File: src/rtl/zcm_pkg.sv
package zcm_pkg;
  localparam int NUM_CH = 2;
  localparam int CH_L   = 0;
  localparam int CH_R   = 1;

  typedef enum logic [1:0] {
    WIN_WIDE   = 2'b00,
    WIN_MID    = 2'b01,
    WIN_NARROW = 2'b10,
    WIN_TIGHT  = 2'b11
  } win_code_e;
endpackage

File: src/rtl/zcm_window_cmp.sv
module zcm_window_cmp #(
  parameter int SAMPLE_W   = 16,
  parameter int BASE_SHIFT = 11
) (
  input  logic signed [SAMPLE_W-1:0] sample,
  input  logic [1:0]                 win_code,
  output logic                       in_win
);
  localparam int MAG_W = SAMPLE_W + 1;

  logic [MAG_W-1:0] ext;
  logic [MAG_W-1:0] mag;
  logic [MAG_W-1:0] thr;

  always_comb begin
    ext = {sample[SAMPLE_W-1], sample};
    // magnitude is one bit wider so the most negative code stays large
    mag = sample[SAMPLE_W-1] ? (~ext + MAG_W'(1)) : ext;
    thr = (MAG_W'(1) << BASE_SHIFT) >> win_code;
    in_win = (mag < thr);
  end
endmodule

File: src/rtl/zcm_gate.sv
module zcm_gate (
  input  logic clk,
  input  logic rst_n,
  input  logic sample_en,
  input  logic in_win,
  input  logic req,
  output logic gate_q
);
  always_ff @(posedge clk or negedge rst_n) begin
    if (!rst_n)
      gate_q <= 1'b0;
    else if (sample_en && in_win)
      gate_q <= req;
  end
endmodule

File: src/rtl/zcm_pause_integ.sv
module zcm_pause_integ #(
  parameter int CNT_W = 16
) (
  input  logic             clk,
  input  logic             rst_n,
  input  logic             off,
  input  logic             sample_en,
  input  logic             all_in,
  input  logic [CNT_W-1:0] limit,
  output logic             pause_n
);
  localparam logic [CNT_W-1:0] CNT_MAX = {CNT_W{1'b1}};

  logic [CNT_W-1:0] cnt_q;
  logic [CNT_W-1:0] cnt_nxt;
  logic             det_q;

  always_comb begin
    if (!all_in)
      cnt_nxt = '0;
    else if (cnt_q == CNT_MAX)
      cnt_nxt = cnt_q;
    else
      cnt_nxt = cnt_q + CNT_W'(1);
  end

  always_ff @(posedge clk or negedge rst_n) begin
    if (!rst_n) begin
      cnt_q <= '0;
      det_q <= 1'b0;
    end else if (off) begin
      cnt_q <= '0;
      det_q <= 1'b0;
    end else if (sample_en) begin
      cnt_q <= cnt_nxt;
      det_q <= (cnt_nxt != '0) && (cnt_nxt >= limit);
    end
  end

  assign pause_n = ~det_q;
endmodule

File: src/rtl/zc_mute_ctrl.sv
module zc_mute_ctrl #(
  parameter int SAMPLE_W   = 16,
  parameter int BASE_SHIFT = 11,
  parameter int CNT_W      = 16
) (
  input  logic                       clk,
  input  logic                       rst_n,
  input  logic                       s_valid,
  output logic                       s_ready,
  input  logic signed [SAMPLE_W-1:0] s_left,
  input  logic signed [SAMPLE_W-1:0] s_right,
  input  logic                       mute_req,
  input  logic [1:0]                 win_code,
  input  logic                       det_off,
  input  logic [CNT_W-1:0]           pause_limit,
  output logic                       gate_left,
  output logic                       gate_right,
  output logic                       zm_status,
  output logic                       pause_n
);
  import zcm_pkg::*;

  logic signed [SAMPLE_W-1:0] samp [NUM_CH];
  logic [NUM_CH-1:0]          in_win;
  logic [NUM_CH-1:0]          gate_q;
  logic                       sample_en;

  assign s_ready   = 1'b1;
  assign sample_en = s_valid && !det_off;
  assign samp[CH_L] = s_left;
  assign samp[CH_R] = s_right;

  for (genvar ch = 0; ch < NUM_CH; ch++) begin : g_ch
    zcm_window_cmp #(
      .SAMPLE_W  (SAMPLE_W),
      .BASE_SHIFT(BASE_SHIFT)
    ) u_cmp (
      .sample  (samp[ch]),
      .win_code(win_code),
      .in_win  (in_win[ch])
    );

    zcm_gate u_gate (
      .clk      (clk),
      .rst_n    (rst_n),
      .sample_en(sample_en),
      .in_win   (in_win[ch]),
      .req      (mute_req),
      .gate_q   (gate_q[ch])
    );
  end

  zcm_pause_integ #(
    .CNT_W(CNT_W)
  ) u_pause (
    .clk      (clk),
    .rst_n    (rst_n),
    .off      (det_off),
    .sample_en(sample_en),
    .all_in   (&in_win),
    .limit    (pause_limit),
    .pause_n  (pause_n)
  );

  assign gate_left  = gate_q[CH_L];
  assign gate_right = gate_q[CH_R];
  assign zm_status  = |gate_q;
endmodule

File: config.mk
export PLATFORM = sky130hd
export DESIGN_NAME = zc_mute_ctrl
export DESIGN_NICKNAME = d
export VERILOG_FILES = /design/src/rtl/zcm_pkg.sv /design/src/rtl/zcm_window_cmp.sv /design/src/rtl/zcm_gate.sv /design/src/rtl/zcm_pause_integ.sv /design/src/rtl/zc_mute_ctrl.sv
export SDC_FILE = /design/constraint.sdc
export NUM_CORES = 1
export LEC_CHECK = 0
export ABC_CLOCK_PERIOD_IN_PS = 4600
export BUFFER_PORTS_ARGS = -buffer_cell sky130_fd_sc_hd__buf_4
export CAP_MARGIN = 20
export CORE_MARGIN = 5
export CORE_UTILIZATION = 35
export CTS_CLUSTER_SIZE = 14
export DETAILED_ROUTE_END_ITERATION = 8
export GPL_TIMING_DRIVEN = 0
export PLACE_DENSITY = 0.6
export SETUP_SLACK_MARGIN = 0.05
export SLEW_MARGIN = 10
export SYNTH_ARGS = -nofsm -noshare
export SYNTH_HDL_FRONTEND = slang
export SYNTH_SLANG_ARGS = --single-unit
File: constraint.sdc
create_clock -name clk -period 4.6 [get_ports clk]
set_clock_uncertainty 0.2 [all_clocks]
set_input_delay 0.69 -clock clk [delete_from_list [all_inputs] [get_ports clk]]
set_output_delay 0.69 -clock clk [all_outputs]
set_load 0.01 [all_outputs]
==> metrics.txt, run 1 <==
Die W 96.1 um; status completed; slowest CP cell nor4_4; fin crit share 94.9%; Synthesis Warnings 0; Vias/cell 5.40; clock period minus worst slack 4.36 ns; Layout area overhead 28.7%; total grt overflow 0; CP arrival between 4 and 5 ns; synth unique cells between 50 and 60; syn_area_per_cell about 7.5 um2; Inserted Diodes 0; Max Buffers Root-to-Sink 2; Mapped Nets ~430; TritonCTS Buffers 3; maximum VDD drop 0.0740 mV; critical path class input pin to flip-flop; Cell Rows 31; Final Setup Violations 0; Rel. slew slack 44.5%; fmax between 200 and 250 MHz; first-pass GRT wire length 12100 um; Syn Std Cell Area 0.00259 mm2; CP Cell Sequence buf_4 -> nor4_4 -> buf_4 -> nand2_1 -> o41ai_2 -> xnor2_1 -> ha_1 -> o21ai_1 -> a21oi_1 -> nor4bb_2 -> o211ai_1 -> nand2b_4 -> buf_8 -> nor2_2 -> ha_1 -> a21o_1 -> a21o_1 -> a21oi_1 -> o211a_1 -> nand2_1 -> a41oi_2 -> nor3_1; CTS tree yes; slew of the pin with the lowest slew margin 0.824 ns; Post-synth EDFFs 0; CP required 4.56 ns; Power, Total approximately 0.46 mW; I/O pin count 60; drt pass-1 iters 4; vias in the first global route between 2000 and 3000; Post-Route WL 7410 um; Placed Cells incl. Taps 500; Worst Setup Start Kind input pin; clock root buffer clkbuf_8; layout cells sized above 1 24.1%; Final #Nets around 490; core footprint 0.00725 mm2; Leak Pwr 1.42 nW; Hold-fix buffers, CTS 0; largest net degree at the start of global routing 20; H-Tree Depth 1; Layout Cells excl Fill ~510; Hold Path Class input pin to async pin; Largest delay share family, worst path compound AO/OA/AOI/OAI gates; # fillers around 770; Setup crit end kind flip-flop; cells after synthesis around 340; Routed Antenna Nets 0; ys async rst share between 90% and 100%; GP Congestion 0.961; Setup TNS 0 ns; 1st-iter DRT viols 145; Seq/Total Area, Yosys 18.3%; I/O Buffers 57; initial antenna violation count 0; Via Count 2751; HPWL after DPL ~6000 um; Max Transition Viols Final 0; Initial Util 35.8%; crit-path max FO 10; slowest stage delay, CP 0.33 ns; unrepaired setup endpoints after global routing true; Top FF cell, synth dfrtp_1; WL/cell 14.6 um; clk sink count 19; Fin. Hold Viols 0; Die Footprint 0.00924 mm2; Reg clk slew, reported paths 0.08 ns; Critical path buffers and inverters 3; clock latency on the worst-skew pair ~0.26 ns; gr usage total ~16%; FF+latch count, synth 19; DRC Markers 0; max_cap viols 0; die height about 96 um; P per Cell Area 138 mW/mm2
[area by class of cell]
type	count	area (um2)	area share [%]
plain buffers	13	72.6	2.17
clock buffers	4	45.0	1.35
inverters	26	97.6	2.92
multi-input cells	285	2050	61.5
flip-flops and latches	19	475	14.2
well taps	99	124	3.71
repair buffers	63	473	14.2
[cell usage after synthesis (3+ instances only)]
library cell	instances	area, um2
inv_1	24	90.1
a211oi_1	7	52.6
a21oi_1	21	105
o211ai_1	5	37.5
o31a_1	3	26.3
nand3_1	13	65.1
buf_2	3	15.0
nor3b_1	3	22.5
o21a_1	3	22.5
o21ai_0	10	50.1
and4_1	4	35.0
ha_1	26	325
nand2_1	32	120
nand2b_1	5	31.3
or3_1	4	25.0
mux2_2	4	45.0
a21o_1	3	22.5
clkbuf_1	8	30.0
and2_1	8	50.1
a31oi_1	7	43.8
and3_1	4	25.0
nor2_1	25	93.8
nor3_1	11	55.1
nor4_1	11	68.8
nand4_1	8	50.1
dfrtp_1	19	475
xor2_1	9	78.8
or2_2	4	25.0
or4_1	4	30.0
xnor2_1	10	87.6
nor2b_1	10	62.6
[per-layer routing]
metal	vias up	GRT usage, %	part of all wire [%]
met2	80	29.7	50
li1	1393	-	-
met1	1272	20.8	43
met3	6	2.19	5.8
met5	-	0	0
met4	0	2.25	0.92
[sequential cells by signal, indices dropped and copies added (netlist names)]
register	count
g_ch.u_gate.gate_q	2
u_pause.cnt_q	16
u_pause.det_q	1
[per-stage QoR]
stage	cell area, um2	utilization (%)	worst slack (ns)	hold slack, ns
5_1_grt	3340	46.1	-0.0105	0.110
3_5_place_dp	3160	43.5	-0.827	0.340
3_3_place_gp	3160	43.5	-0.847	0.323
4_1_cts	3270	45.1	0.0898	0.102
6_report	3340	46.1	0.235	0.0985
2_1_floorplan	2600	-	0.0589	0.194
[final timing paths]
kind                                                           to  slack, ns                         startpoint  cells after the start
worst max-delay path                    u_pause.det_q$_DFFE_PN0P_       0.24                         s_right[6]                     22
worst min-delay path                 u_pause.cnt_q[3]$_DFFE_PN0P_        0.1                              rst_n                      1
worst max register to register          u_pause.det_q$_DFFE_PN0P_       0.38       u_pause.cnt_q[0]$_DFFE_PN0P_                     15
worst min register to register  g_ch[1].u_gate.gate_q$_DFFE_PN0P_       0.36  g_ch[1].u_gate.gate_q$_DFFE_PN0P_                      1
max in group asynchronous       g_ch[0].u_gate.gate_q$_DFFE_PN0P_       3.88                              rst_n                      1
min in group clk                g_ch[1].u_gate.gate_q$_DFFE_PN0P_       0.36  g_ch[1].u_gate.gate_q$_DFFE_PN0P_                      1
[report_power, final]
group	switching [mW]	leakage (nW)	internal [mW]	total [mW]
Clock	0.0625	0.0228	0.0618	0.124
Sequential	0.00475	0.263	0.173	0.178
Combinational	0.0760	1.13	0.0836	0.160
[what timing repair did]
item                                    CTS  global route
endpoints found under the setup margin    1             1
cloned                                    0             0
resized for setup                         9            13
buffers inserted                          4             2
pin swaps                                 2             7
[cells in the final DEF, fill, tap and decap left out, types with 5 or more instances in the layout]
cell      instances
buf_4            64
nand2_1          32
ha_1             26
inv_1            24
nor2_1           24
a21oi_1          19
dfrtp_1          19
nand3_1          12
nor2b_1          10
nor3_1           10
xnor2_1          10
xor2_1            9
clkbuf_1          9
nor4_1            9
o21ai_0           9
nand4_1           8
and2_1            8
a31oi_1           7
a211oi_1          7
o211ai_1          5
nand2b_1          5
[cells by family after synthesis]
family                   after synthesis  share of synthesized area, %
XOR/XNOR                              19                          6.41
AND/OR/NAND/NOR                      154                          33.6
buffers and inverters                 40                          6.08
AO/OA/AOI/OAI                         79                          20.4
multiplexers                           6                          2.51
flip-flops                            19                          18.3
adder cells (fa/ha/maj)               26                          12.5
other                                  1                         0.145
(Power assumes the default switching activity.)
==> inputs of run 2 (changes only) <==
--- a/config.mk
+++ b/config.mk
@@ -8,6 +8,7 @@
 export ABC_CLOCK_PERIOD_IN_PS = 4600
 export BUFFER_PORTS_ARGS = -buffer_cell sky130_fd_sc_hd__buf_4
 export CAP_MARGIN = 20
+export CORE_ASPECT_RATIO = 0.5
 export CORE_MARGIN = 5
 export CORE_UTILIZATION = 35
 export CTS_CLUSTER_SIZE = 14
==> run 2 against run 1 <==
Setup slack worse by 0.14 ns. Clock power up 52%. First-iteration DRC count up 51%. Sequential power about the same. Maximum frequency down 3.0%. Global-route usage down 0.34 points. Critical endpoint unchanged. Highest routed layer unchanged.
==> metrics.txt, run 2 (same netlist as run 1, synthesis figures left out) <==
H-Tree Depth 1 (unchanged); internal power 0.380 mW (was 0.318 mW); clock root buffer clkbuf_16 (was clkbuf_8); Sw Share 28.7% (was 31.0%); Reg clk slew, reported paths 0.06 ns (was 0.08 ns); Worst Setup Start Kind input pin (unchanged); clock latency on the worst-skew pair 0.25 ns (was 0.26 ns); core footprint 0.00727 mm2 (was 0.00725 mm2); multi-input gate area in the final layout 0.00215 mm2 (was 0.00205 mm2); Clk pwr share 35.2% (was 26.9%); Post-Route WL 7770 um (was 7410 um); Final Setup Violations 0 (unchanged); clk sink count 19 (unchanged); largest net degree at the start of global routing 20 (unchanged); Die Footprint 0.00934 mm2 (was 0.00924 mm2); GP Congestion 0.881 (was 0.961); fin crit share 97.9% (was 94.9%); max_cap viols 0 (unchanged); Finished Core Util 48.5% (was 46.1%); total grt overflow 0 (unchanged); Max Transition Viols Final 0 (unchanged); Leak Pwr 1.48 nW (was 1.42 nW); first-pass GRT wire length 12800 um (was 12100 um); clock period minus worst slack 4.50 ns (was 4.36 ns); WL/cell 15.1 um (was 14.6 um); 1st-iter DRT viols 219 (was 145); Sequential Power Share 33.3% (was 38.5%); Final #Nets 499 (was 492); Min Hold Slack 0.111 ns (was 0.0985 ns); HPWL after DPL 5800 um (was 5870 um); slew of the pin with the lowest slew margin 0.710 ns (was 0.824 ns); critical path class input pin to flip-flop (unchanged); CTS tree yes (unchanged); TritonCTS Buffers 3 (unchanged); Place WS -0.813 ns (was -0.827 ns); status completed (unchanged); # fillers 749 (was 767); Setup WS post-layout 0.0987 ns (was 0.235 ns); Via Count 2784 (was 2751); most common cell after layout, fill and taps aside buf_4 (unchanged); maximum VDD drop 0.148 mV (was 0.0740 mV); final instance area 0.00352 mm2 (was 0.00334 mm2); I/O pin count 60 (unchanged); CP arrival 4.47 ns (was 4.32 ns); DRC Markers 0 (unchanged); largest reg by FF count u_pause.cnt_q (unchanged); P per Cell Area 151 mW/mm2 (was 138 mW/mm2); drt pass-1 iters 6 (was 4); Net Sw Power 0.153 mW (was 0.143 mW); vias in the first global route 2721 (was 2692); Combinational Power Share 31.5% (was 34.6%); Max Buffers Root-to-Sink 2 (unchanged); initial antenna violation count 0 (unchanged); Routed Antenna Nets 0 (unchanged); unrepaired setup endpoints after global routing true (unchanged); I/O Buffers 57 (unchanged); Cell Rows 22 (was 31); gr usage total 16.0% (was 16.3%); Hold Path Class input pin to async pin (unchanged); Rel. slew slack 52.2% (was 44.5%); Largest register FFs 16 (unchanged); Layout area overhead 35.7% (was 28.7%); Fin. Hold Viols 0 (unchanged); layout cells sized above 1 28.1% (was 24.1%); Initial Util 35.7% (was 35.8%); register area 475 um2 (unchanged); fmax 222 MHz (was 229 MHz); CP required 4.57 ns (was 4.56 ns); Vias/cell 5.43 (was 5.40); Hold-fix buffers, CTS 0 (unchanged); most frequent cells in the layout buf_4, nand2_1, inv_1 (was buf_4, nand2_1, ha_1); die height 70.9 um (was 96.1 um); crit-path max FO 8 (was 10); Largest regs u_pause.cnt_q (16), g_ch.u_gate.gate_q (2), u_pause.det_q (1) (unchanged); Die W 132 um (was 96.1 um); Setup crit end kind flip-flop (unchanged); Cell Area, Placed 0.00315 mm2 (was 0.00316 mm2); Inserted Diodes 0 (unchanged)
## run 2: cell count changes in the layout (fill, tap and decap cells not counted), moves of 2 or more
| cell | before | now |
|---|---|---|
| a21oi_1 | 19 | 16 |
| a21oi_2 | 2 | 4 |
| buf_4 | 64 | 71 |
| clkbuf_16 | 0 | 3 |
| clkbuf_8 | 3 | 0 |
| ha_1 | 26 | 22 |
| ha_4 | 0 | 4 |
| nor2_1 | 24 | 22 |
| nor2_4 | 0 | 2 |
## run 2: worst paths after layout
check	end	from	cells after the start	slack, ns
max	u_pause.det_q$_DFFE_PN0P_	s_right[6]	22	0.1
min	u_pause.cnt_q[15]$_DFFE_PN0P_	rst_n	1	0.11
max reg2reg	u_pause.det_q$_DFFE_PN0P_	u_pause.cnt_q[0]$_DFFE_PN0P_	15	0.47
min reg2reg	g_ch[1].u_gate.gate_q$_DFFE_PN0P_	g_ch[1].u_gate.gate_q$_DFFE_PN0P_	1	0.33
max in group asynchronous	u_pause.cnt_q[4]$_DFFE_PN0P_	rst_n	1	3.87
min in group clk	g_ch[1].u_gate.gate_q$_DFFE_PN0P_	g_ch[1].u_gate.gate_q$_DFFE_PN0P_	1	0.33
## run 2: final cells by class
| cell class | instances | share of cell area (%) |
|---|---|---|
| multi-input cells | 285 | 61.1 |
| repair buffers | 70 | 14.9 |
| flip-flops and latches | 19 | 13.5 |
| well taps | 96 | 3.41 |
| inverters | 26 | 2.77 |
| clock buffers | 4 | 2.24 |
| plain buffers | 13 | 2.06 |
## run 2: stage by stage
stage / total power [mW] / std cells / TNS [ns]
final: 0.533 / 513 / 0
after global routing: 0.563 / 513 / -0.159
after detailed placement: 0.334 / 497 / -0.813
after global placement: 0.332 / 497 / -0.848
after CTS: 0.528 / 504 / 0
after floorplan: 0.254 / 344 / 0
## run 2: what timing repair did
action | in CTS | in global routing
endpoints found under the setup margin | 1 | 1
buffers inserted | 4 | 9
pin swaps | 4 | 21
resized for setup | 10 | 29
## run 2: power by group through the flow
stage,sequential (mW),clock (mW),combinational (mW)
3_5_place_dp,0.180,0,0.153
3_3_place_gp,0.180,0,0.152
4_1_cts,0.177,0.192,0.159
5_1_grt,0.178,0.197,0.188
2_1_floorplan,0.183,0,0.0710
6_report,0.177,0.188,0.168
## run 2: worst max-delay path, stage by stage
cell	delay (ns)
buf_4	0.12
nor4_4	0.32
nand3_2	0.16
o31ai_2	0.26
xnor2_1	0.11
ha_1	0.29
o21ai_1	0.12
a21oi_1	0.06
nor4bb_1	0.32
o211ai_1	0.19
buf_4	0.17
nand2b_4	0.17
buf_8	0.17
buf_4	0.15
nor2_1	0.14
ha_1	0.17
a21o_1	0.12
a21oi_2	0.05
nor2b_1	0.16
nor2_1	0.08
o31a_1	0.27
nor3_1	0.18
## run 2: metal layers
metal,track usage (%),vias up,part of all wire [%]
met5,0,-,0
met4,3.99,0,1.5
met3,3.48,13,7.0
met2,25.3,111,45
met1,22.2,1247,47
li1,-,1413,-
